File: src/rtl/rcs_pkg.sv
package rcs_pkg;
   typedef enum logic {
      ST_UNSEEDED = 1'b0,
      ST_TRACKING = 1'b1
   } rcs_state_e;
endpackage

File: src/rtl/rcs_predictor.sv
module rcs_predictor #(
   parameter int DATA_W  = 8,
   parameter int STEP    = 7,
   parameter int MODULUS = 233
) (
   input  logic              clk,
   input  logic              rst,
   input  logic [DATA_W-1:0] prev,
   output logic [DATA_W-1:0] expected
);
   localparam int SUM_W = DATA_W + 1;
   localparam logic [SUM_W-1:0] STEP_W = STEP[SUM_W-1:0];
   localparam logic [SUM_W-1:0] MOD_W  = MODULUS[SUM_W-1:0];
   localparam bit MOD_IS_POW2 = (MODULUS == (1 << DATA_W));

   logic [SUM_W-1:0] sum;

   assign sum = {1'b0, prev} + STEP_W;

   generate
      if (MOD_IS_POW2) begin : g_wrap_free
         assign expected = sum[DATA_W-1:0];
      end else begin : g_wrap_fix
         logic [SUM_W-1:0] reduced;
         always_comb begin
            if (sum >= MOD_W) reduced = sum - MOD_W;
            else              reduced = sum;
         end
         assign expected = reduced[DATA_W-1:0];
      end
   endgenerate

   // the prediction always lies inside the sequence range
   a_r3_pred_in_range: assert property (@(posedge clk) disable iff (rst)
      ({1'b0, prev} < MOD_W) |-> ({1'b0, expected} < MOD_W));
endmodule

File: src/rtl/rcs_tracker.sv
module rcs_tracker
   import rcs_pkg::*;
#(
   parameter int DATA_W  = 8,
   parameter int MODULUS = 233
) (
   input  logic              clk,
   input  logic              rst,
   input  logic              in_valid,
   input  logic [DATA_W-1:0] in_byte,
   input  logic [DATA_W-1:0] expected,
   output logic [DATA_W-1:0] prev,
   output logic              mismatch
);
   localparam logic [DATA_W:0] MOD_W = MODULUS[DATA_W:0];

   rcs_state_e state;
   logic       in_range;

   assign in_range = ({1'b0, in_byte} < MOD_W);

   always_comb begin
      mismatch = 1'b0;
      if (in_valid) begin
         if (!in_range)
            mismatch = 1'b1;
         else if (state == ST_TRACKING && in_byte != expected)
            mismatch = 1'b1;
      end
   end

   always_ff @(posedge clk) begin
      if (rst) begin
         state <= ST_UNSEEDED;
         prev  <= '0;
      end else if (in_valid) begin
         unique case (state)
            ST_UNSEEDED: begin
               if (in_range) begin
                  state <= ST_TRACKING;
                  prev  <= in_byte;
               end
            end
            ST_TRACKING: begin
               prev <= in_range ? in_byte : expected;
            end
            default: state <= ST_UNSEEDED;
         endcase
      end
   end

   // idle cycles do not move the prediction
   a_r7_prev_hold: assert property (@(posedge clk) disable iff (rst)
      !in_valid |=> $stable(prev));
   // the seed byte is never reported
   a_r2_seed_quiet: assert property (@(posedge clk) disable iff (rst)
      (state == ST_UNSEEDED && in_valid && in_range) |-> !mismatch);
endmodule

File: src/rtl/rcs_flag_cnt.sv
module rcs_flag_cnt #(
   parameter int CNT_W    = 8,
   parameter bit COUNT_EN = 1'b1
) (
   input  logic             clk,
   input  logic             rst,
   input  logic             mismatch,
   output logic             err_led,
   output logic [CNT_W-1:0] mismatch_cnt
);
   always_ff @(posedge clk) begin
      if (rst)           err_led <= 1'b0;
      else if (mismatch) err_led <= 1'b1;
   end

   generate
      if (COUNT_EN) begin : g_counter
         logic [CNT_W-1:0] cnt_q;
         always_ff @(posedge clk) begin
            if (rst)                    cnt_q <= '0;
            else if (mismatch && !(&cnt_q)) cnt_q <= cnt_q + 1'b1;
         end
         assign mismatch_cnt = cnt_q;

         // the count never steps by more than one
         a_r9_cnt_step: assert property (@(posedge clk) disable iff (rst)
            (mismatch_cnt == $past(mismatch_cnt)) ||
            (mismatch_cnt == $past(mismatch_cnt) + 1'b1));
      end else begin : g_no_counter
         assign mismatch_cnt = '0;
      end
   endgenerate

   // a mismatch shows on the LED after the edge
   a_r4_err_set: assert property (@(posedge clk) disable iff (rst)
      mismatch |=> err_led);
   // the LED is sticky
   a_r5_sticky: assert property (@(posedge clk) disable iff (rst)
      err_led |=> err_led);
   // reset clears the outputs
   a_r1_reset_clear: assert property (@(posedge clk)
      rst |=> (!err_led && mismatch_cnt == '0));
endmodule

File: src/rtl/rcs_stream_check.sv
module rcs_stream_check #(
   parameter int DATA_W   = 8,
   parameter int STEP     = 7,
   parameter int MODULUS  = 233,
   parameter int CNT_W    = 8,
   parameter bit COUNT_EN = 1'b1
) (
   input  logic              clk,
   input  logic              rst,
   input  logic              in_valid,
   input  logic [DATA_W-1:0] in_byte,
   output logic              err_led,
   output logic [CNT_W-1:0]  mismatch_cnt
);
   generate
      if (DATA_W < 1 || DATA_W > 30) begin : g_bad_width
         $error("rcs_stream_check: DATA_W out of range");
      end
      if (MODULUS < 2 || MODULUS > (1 << DATA_W)) begin : g_bad_mod
         $error("rcs_stream_check: MODULUS must fit in DATA_W bits");
      end
      if (STEP < 0 || STEP >= MODULUS) begin : g_bad_step
         $error("rcs_stream_check: STEP must be below MODULUS");
      end
      if (CNT_W < 1) begin : g_bad_cnt
         $error("rcs_stream_check: CNT_W must be positive");
      end
   endgenerate

   logic [DATA_W-1:0] prev;
   logic [DATA_W-1:0] expected;
   logic              mismatch;

   rcs_predictor #(
      .DATA_W  (DATA_W),
      .STEP    (STEP),
      .MODULUS (MODULUS)
   ) u_pred (
      .clk      (clk),
      .rst      (rst),
      .prev     (prev),
      .expected (expected)
   );

   rcs_tracker #(
      .DATA_W  (DATA_W),
      .MODULUS (MODULUS)
   ) u_track (
      .clk      (clk),
      .rst      (rst),
      .in_valid (in_valid),
      .in_byte  (in_byte),
      .expected (expected),
      .prev     (prev),
      .mismatch (mismatch)
   );

   rcs_flag_cnt #(
      .CNT_W    (CNT_W),
      .COUNT_EN (COUNT_EN)
   ) u_flag (
      .clk          (clk),
      .rst          (rst),
      .mismatch     (mismatch),
      .err_led      (err_led),
      .mismatch_cnt (mismatch_cnt)
   );

   // idle cycles leave the outputs untouched
   a_r7_gap_stable: assert property (@(posedge clk) disable iff (rst)
      !in_valid |=> ($stable(err_led) && $stable(mismatch_cnt)));
endmodule

File: config.mk
export PLATFORM = sky130hd
export DESIGN_NAME = rcs_stream_check
export DESIGN_NICKNAME = d
export VERILOG_FILES = /design/src/rtl/rcs_pkg.sv /design/src/rtl/rcs_predictor.sv /design/src/rtl/rcs_tracker.sv /design/src/rtl/rcs_flag_cnt.sv /design/src/rtl/rcs_stream_check.sv
export SDC_FILE = /design/constraint.sdc
export NUM_CORES = 1
export LEC_CHECK = 0
export BUFFER_PORTS_ARGS = -buffer_cell sky130_fd_sc_hd__buf_4
export CAP_MARGIN = 40
export CORE_UTILIZATION = 24
export DETAILED_ROUTE_END_ITERATION = 12
export SLEW_MARGIN = 20
export SYNTH_ARGS = -nofsm -noshare
export SYNTH_HDL_FRONTEND = slang
export SYNTH_SLANG_ARGS = --single-unit
File: constraint.sdc
create_clock -name clk -period 4.12 [get_ports clk]
set_input_delay 0.412 -clock clk [delete_from_list [all_inputs] [get_ports clk]]
set_output_delay 0.412 -clock clk [all_outputs]
set_load 0.03 [all_outputs]
-- Yosys cells after proc, flatten, opt, wreduce, memory -nomap -nowiden
Index checks and enable logic that the tools add are counted.
- input bits: 11
- register bits after elaboration: 18
- reduce and logical (&&, ||, !) cells: 5
- $add $sub $neg: 3
- mux-type cells: 9
- magnitude comparators: 2
- equal/unequal tests: 2
- bitwise logic cells: 1
- operators by type and width (operator ; count):
    two-way mux 8 bit ; 3
    case mux 8 bit (2 select lines) ; 1
    adder 8 x 3 -> 9 bit (second input constant) ; 1
    >= comparator 9 x 8 -> 1 bit (second input constant) ; 1
    adder 8 x 1 -> 8 bit (second input constant) ; 1
    < comparator 8 bit (second input constant) ; 1
    != test 8 bit ; 1
    AND reduction 8 bit ; 1
    subtractor 8 bit (second input constant) ; 1
    two-way mux 1 bit ; 5
    logical AND 1 bit ; 2
    != test 2 x 1 -> 1 bit (second input constant) ; 1
    AND reduction 2 bit ; 1
    logical NOT 1 bit ; 1
    inverter 1 bit ; 1

-- Logic depth before layout (Yosys ltp)
- depth in word-level cells: 9
- gate-level depth with buffers: 13
- gate-level depth less buffers: 11

-- By module
Synthesis repeated with hierarchy kept, for this count alone.
- cell total of the unflattened synthesis: 186
- area, all modules: 1542.7 um^2
- modules (own cells, without submodules) (module ; cells an instance ; area an instance (um^2) ; times used ; seq. area each (um^2)):
    rcs_tracker ; 70 ; 596.8 ; 1 ; 180.2
    rcs_predictor ; 68 ; 483.0 ; 1 ; 0.0
    rcs_flag_cnt ; 48 ; 462.9 ; 1 ; 180.2

-- Worst setup path after synthesis
OpenSTA, ideal clock, no wires.
- kind: reg-to-reg
- start point: register u_track.prev[0]
- end point: register u_flag.g_counter.cnt_q[0], in the netlist u_flag.mismatch_cnt[0]
- slack: 0.885 ns
- path buffers: 2
- period minus slack after synthesis: 3.235 ns
- data arrival time: 3.114 ns
- cell stages (with the launch flop): 14
- library setup time: 0.121 ns
- cells stage by stage: dfxtp_1 -> buf_2 -> inv_1 -> ha_1 -> and2b_2 -> nor3b_4 -> and4_1 -> nor3_1 -> or3_1 -> a2111oi_2 -> and4b_1 -> buf_6 -> nor2_2 -> mux2_4
- longest elaborated chain between the ends: 9
- ends and longest elaborated chain (what ; line ; source):
    start: declaration ; rcs_tracker.sv:12 ; output logic [DATA_W-1:0] prev,
    start signal: assignment ; rcs_tracker.sv:41 ; prev <= in_byte;
    start signal: assignment ; rcs_tracker.sv:45 ; prev <= in_range ? in_byte : expected;
    adder 8 x 3 -> 9 bit * ; rcs_predictor.sv:18 ; assign sum = {1'b0, prev} + STEP_W;
    subtractor 8 bit or >= comparator 9 x 8 -> 1 bit (tied branches) ; rcs_predictor.sv:26 ; if (sum >= MOD_W) reduced = sum - MOD_W;
    two-way mux 8 bit * ; rcs_predictor.sv:26 ;
    != test 8 bit * ; rcs_tracker.sv:27 ; else if (state == ST_TRACKING && in_byte != expected)
    logical AND 1 bit * ; rcs_tracker.sv:27 ;
    two-way mux 1 bit * ; rcs_tracker.sv:27 ;
    two-way mux 1 bit * ; rcs_tracker.sv:25 ; if (!in_range)
    two-way mux 1 bit * ; rcs_tracker.sv:24 ; if (in_valid) begin
    logical AND 1 bit * ; rcs_flag_cnt.sv:21 ; else if (mismatch && !(&cnt_q)) cnt_q <= cnt_q + 1'b1;
    end signal: assignment ; rcs_flag_cnt.sv:21 ;
    end: declaration ; rcs_flag_cnt.sv:18 ; logic [CNT_W-1:0] cnt_q;
Mark *: on every way between the ends. The rest lies on a longest branch, timed or not.
A chain may end at the register's enable or synchronous reset.

-- Worst setup path after layout
- start point: register u_track.prev[0]
- end point: register u_flag.g_counter.cnt_q[5], in the netlist u_flag.mismatch_cnt[5]
Same word-level chain as after synthesis.

==> flow_summary.json <==
{
  "run_status": "finished, final reports clean",
  "grt_setup_unrepaired": "false",
  "r2r_end": "u_flag.mismatch_cnt[5]",
  "drt_pass_1_iters": 4,
  "clkLatencyLatePin_ps": 260,
  "sequential_element_share_of_the_synthesized_area_pct": 22.43,
  "initial_utilization_pct": 25.01,
  "place_hpwl_um": 3368,
  "synth_area_per_cell_um2": 7.799,
  "design.final.nets": 239,
  "worst_clock_skew_ps": 1.595,
  "critPathMaxFanout": 14,
  "yosysWarnings": 0,
  "fmax_mhz": 270.4,
  "final-hold-violation-count": 0,
  "post-layout-total-power_uw": 484.3,
  "tritoncts_num_sinks": 18,
  "filler_cell_count": 688,
  "worst-slew-pin-transition_ps": 665.0,
  "hold_path.class": "primary input to register",
  "final_min_period_over_clock_period_pct": 89.78,
  "ff2ff_path_depth": 11,
  "syn-cell-area_um2": 1607,
  "gpl.final_weighted_congestion": 0.9714,
  "number_of_antenna_violations_at_the_first_check_in_global_routing": 0,
  "critical_path.startpoint_type": "register",
  "crit_path_end": "u_flag.mismatch_cnt[5]",
  "worstSetupStartpoint": "u_track.prev[0]",
  "rows": 29,
  "grt_first_pass_wirelength_um": 7320,
  "grt_overflow_total": 0,
  "vias": 1653,
  "pwr_density_cell_nw_per_um2": 259.3,
  "crit_path_cell_trace": "inv_1, ha_1, xnor2_2, nand2_1, o31ai_1, a21oi_1, or3_1, a2111oi_2, and4b_1, nor3_2, mux2_4",
  "synth_top_flop_cell": "dfxtp_1",
  "cp.depth": 11,
  "finish.instance_area_um2": 1868,
  "postSynth.asyncResetShare_pct": 0,
  "synth.cells.most_frequent": "nand2_1 (20), nor2_1 (20), dfxtp_1 (18), a21oi_1 (16)",
  "initialDrtViolationCount": 85,
  "clock-root-buffer": "clkbuf_8",
  "floorplan.die.height_um": 83.82,
  "endpoint_kind": "register",
  "antennaDiodeCount": 0,
  "cts-buffers-inserted": 3,
  "ys_seq_elements": 18,
  "routed_wl_um": 4350,
  "cts_max_path_buffers": 2,
  "instance_count_of_the_mapped_netlist": 206,
  "worst_vdd_drop_uv": 100.2,
  "setup_viol": 0,
  "drv.max_cap_violation_count": 0,
  "cts_clock_pin_slew_for_the_worst_setup_and_hold_paths_ps": 70,
  "wl_per_cell_um": 14.50,
  "antenna_left": 0,
  "crit_required_ps": 4270,
  "share_of_final_layout_standard_cells_stronger_than_drive_strength_1_pct": 17.94,
  "power.leakage_nw": 0.6679,
  "grt_start_max_net_pins": 22,
  "synthDominantCellAreaShare_pct": 22.43,
  "regToRegSetupSlack_ps": 420,
  "area_leader_netlist": "dfxtp_1",
  "area_grow_syn2layout_pct": 16.28,
  "track_usage_pct": 12.75,
  "critical_path.top_delay_family": "simple AND/OR/NAND/NOR gates",
  "max_slew_margin_pct": 55.37,
  "coreArea_um2": 6422,
  "cts_tree": "yes",
  "area_post_placement_um2": 1813,
  "die_width_um": 83.82,
  "slowest_delay_ps": 600,
  "netlist_top_cells_area": "dfxtp_1 (22%), a21oi_1 (5.0%), nand2_1 (4.7%), nor2_1 (4.7%), ha_1 (3.1%)",
  "grt_pass1_vias": 1522,
  "period_needed_ps": 3699,
  "synth_nets": 221,
  "slowest_stage": "dfxtp_1",
  "crit-reg2reg-launch": "u_track.prev[0]",
  "die_area_um2": 7025,
  "port-buffer-count": 19,
  "critical_path_arrival_ps": 3850,
  "report.final.slew_viol_count": 0,
  "synth_edf_count": 0,
  "post-route-drc-count": 0,
  "cts_setup_buffers": 0,
  "totalNegativeSetupSlack_ps": 0,
  "cts.repair.resized": 0,
  "path_class": "register to register",
  "cp_num_buf_inv": 1,
  "cts_hold_buffers": 0,
  "io_pins": 20,
  "post_synth_num_cell_types": 62,
  "ctsHtreeMaxLevel": 1,
  "route.detailed.vias_per_inst": 5.510
}
area by class of cell:
type | instances | area (um2) | area share (%)
Multi-Input combinational cell | 175 | 1184 | 63.36
Sequential cell | 18 | 360.3 | 19.29
Timing Repair Buffer | 20 | 150.1 | 8.038
Tap cell | 77 | 96.34 | 5.157
Clock buffer | 4 | 55.05 | 2.947
Inverter | 6 | 22.52 | 1.206
metrics by stage:
step	hold slack [ps]	setup WS [ps]	instances	util, %
2_1_floorplan	499.2	885.0	206	-
3_3_place_gp	459.7	549.1	296	28.23
3_5_place_dp	470.8	451.8	296	28.23
4_1_cts	398.2	424.0	300	29.09
5_1_grt	414.7	118.8	300	29.09
6_report	407.3	421.2	300	29.09
registers in the layout, indices dropped and copies added (netlist names):
name,count
u_flag.mismatch_cnt,8
u_track.prev,8
u_track.state,1
u_flag.err_led,1
how the worst min path moves through the flow:
stage | start | endpoint | slack [ps] | depth (start not counted)
5_1_grt | in_valid | u_track.prev[0] | 410 | 2
3_3_place_gp | u_flag.err_led | u_flag.err_led | 460 | 1
6_report | in_valid | u_track.prev[0] | 410 | 2
3_5_place_dp | u_flag.err_led | u_flag.err_led | 470 | 1
2_1_floorplan | u_track.prev[6] | u_track.prev[6] | 500 | 2
4_1_cts | in_valid | u_track.prev[0] | 400 | 2
kinds of logic after synthesis:
logic type | after synthesis | share of synthesized area, %
mux | 3 | 2.492
flops | 18 | 22.43
compound gates | 70 | 31.54
xor+xnor | 9 | 5.841
buf+inv | 13 | 3.894
simple gates | 89 | 30.69
fa+ha+maj | 4 | 3.115
metal layers:
metal  track usage (%)  part of all wire (%)  vias to the layer above
met2             20.27                    45                       53
met5                 0                     0                        -
met1             17.23                    47                      774
met4             3.918                   2.2                        0
met3             2.671                   6.1                        8
li1                  -                     -                      818
report_power, final:
part           switching [mW]  internal, mW
Combinational          0.0809        0.0557
Clock                  0.0628        0.0850
Sequential             0.0180         0.182
layout by cell type, fill, tap and decap left out, types with 2 or more instances in the layout:
cell type	count
nand2_1	20
nor2_1	20
buf_4	20
dfxtp_1	18
a21oi_1	16
nand3_1	9
o21ai_0	9
inv_1	6
nor3_1	5
and3_1	5
nand2b_1	5
o31ai_1	5
o21a_1	4
xnor2_1	4
ha_1	4
clkbuf_8	4
o21ai_1	3
xor2_1	3
o221ai_1	3
o32ai_1	3
or3_1	3
o22ai_1	3
a211oi_1	3
or4_1	3
o31a_1	2
o2111ai_1	2
xnor2_2	2
a21boi_1	2
and2_1	2
a31oi_1	2
nor4_1	2
nor2b_1	2
mux2_4	2
(Power assumes the default switching activity.)
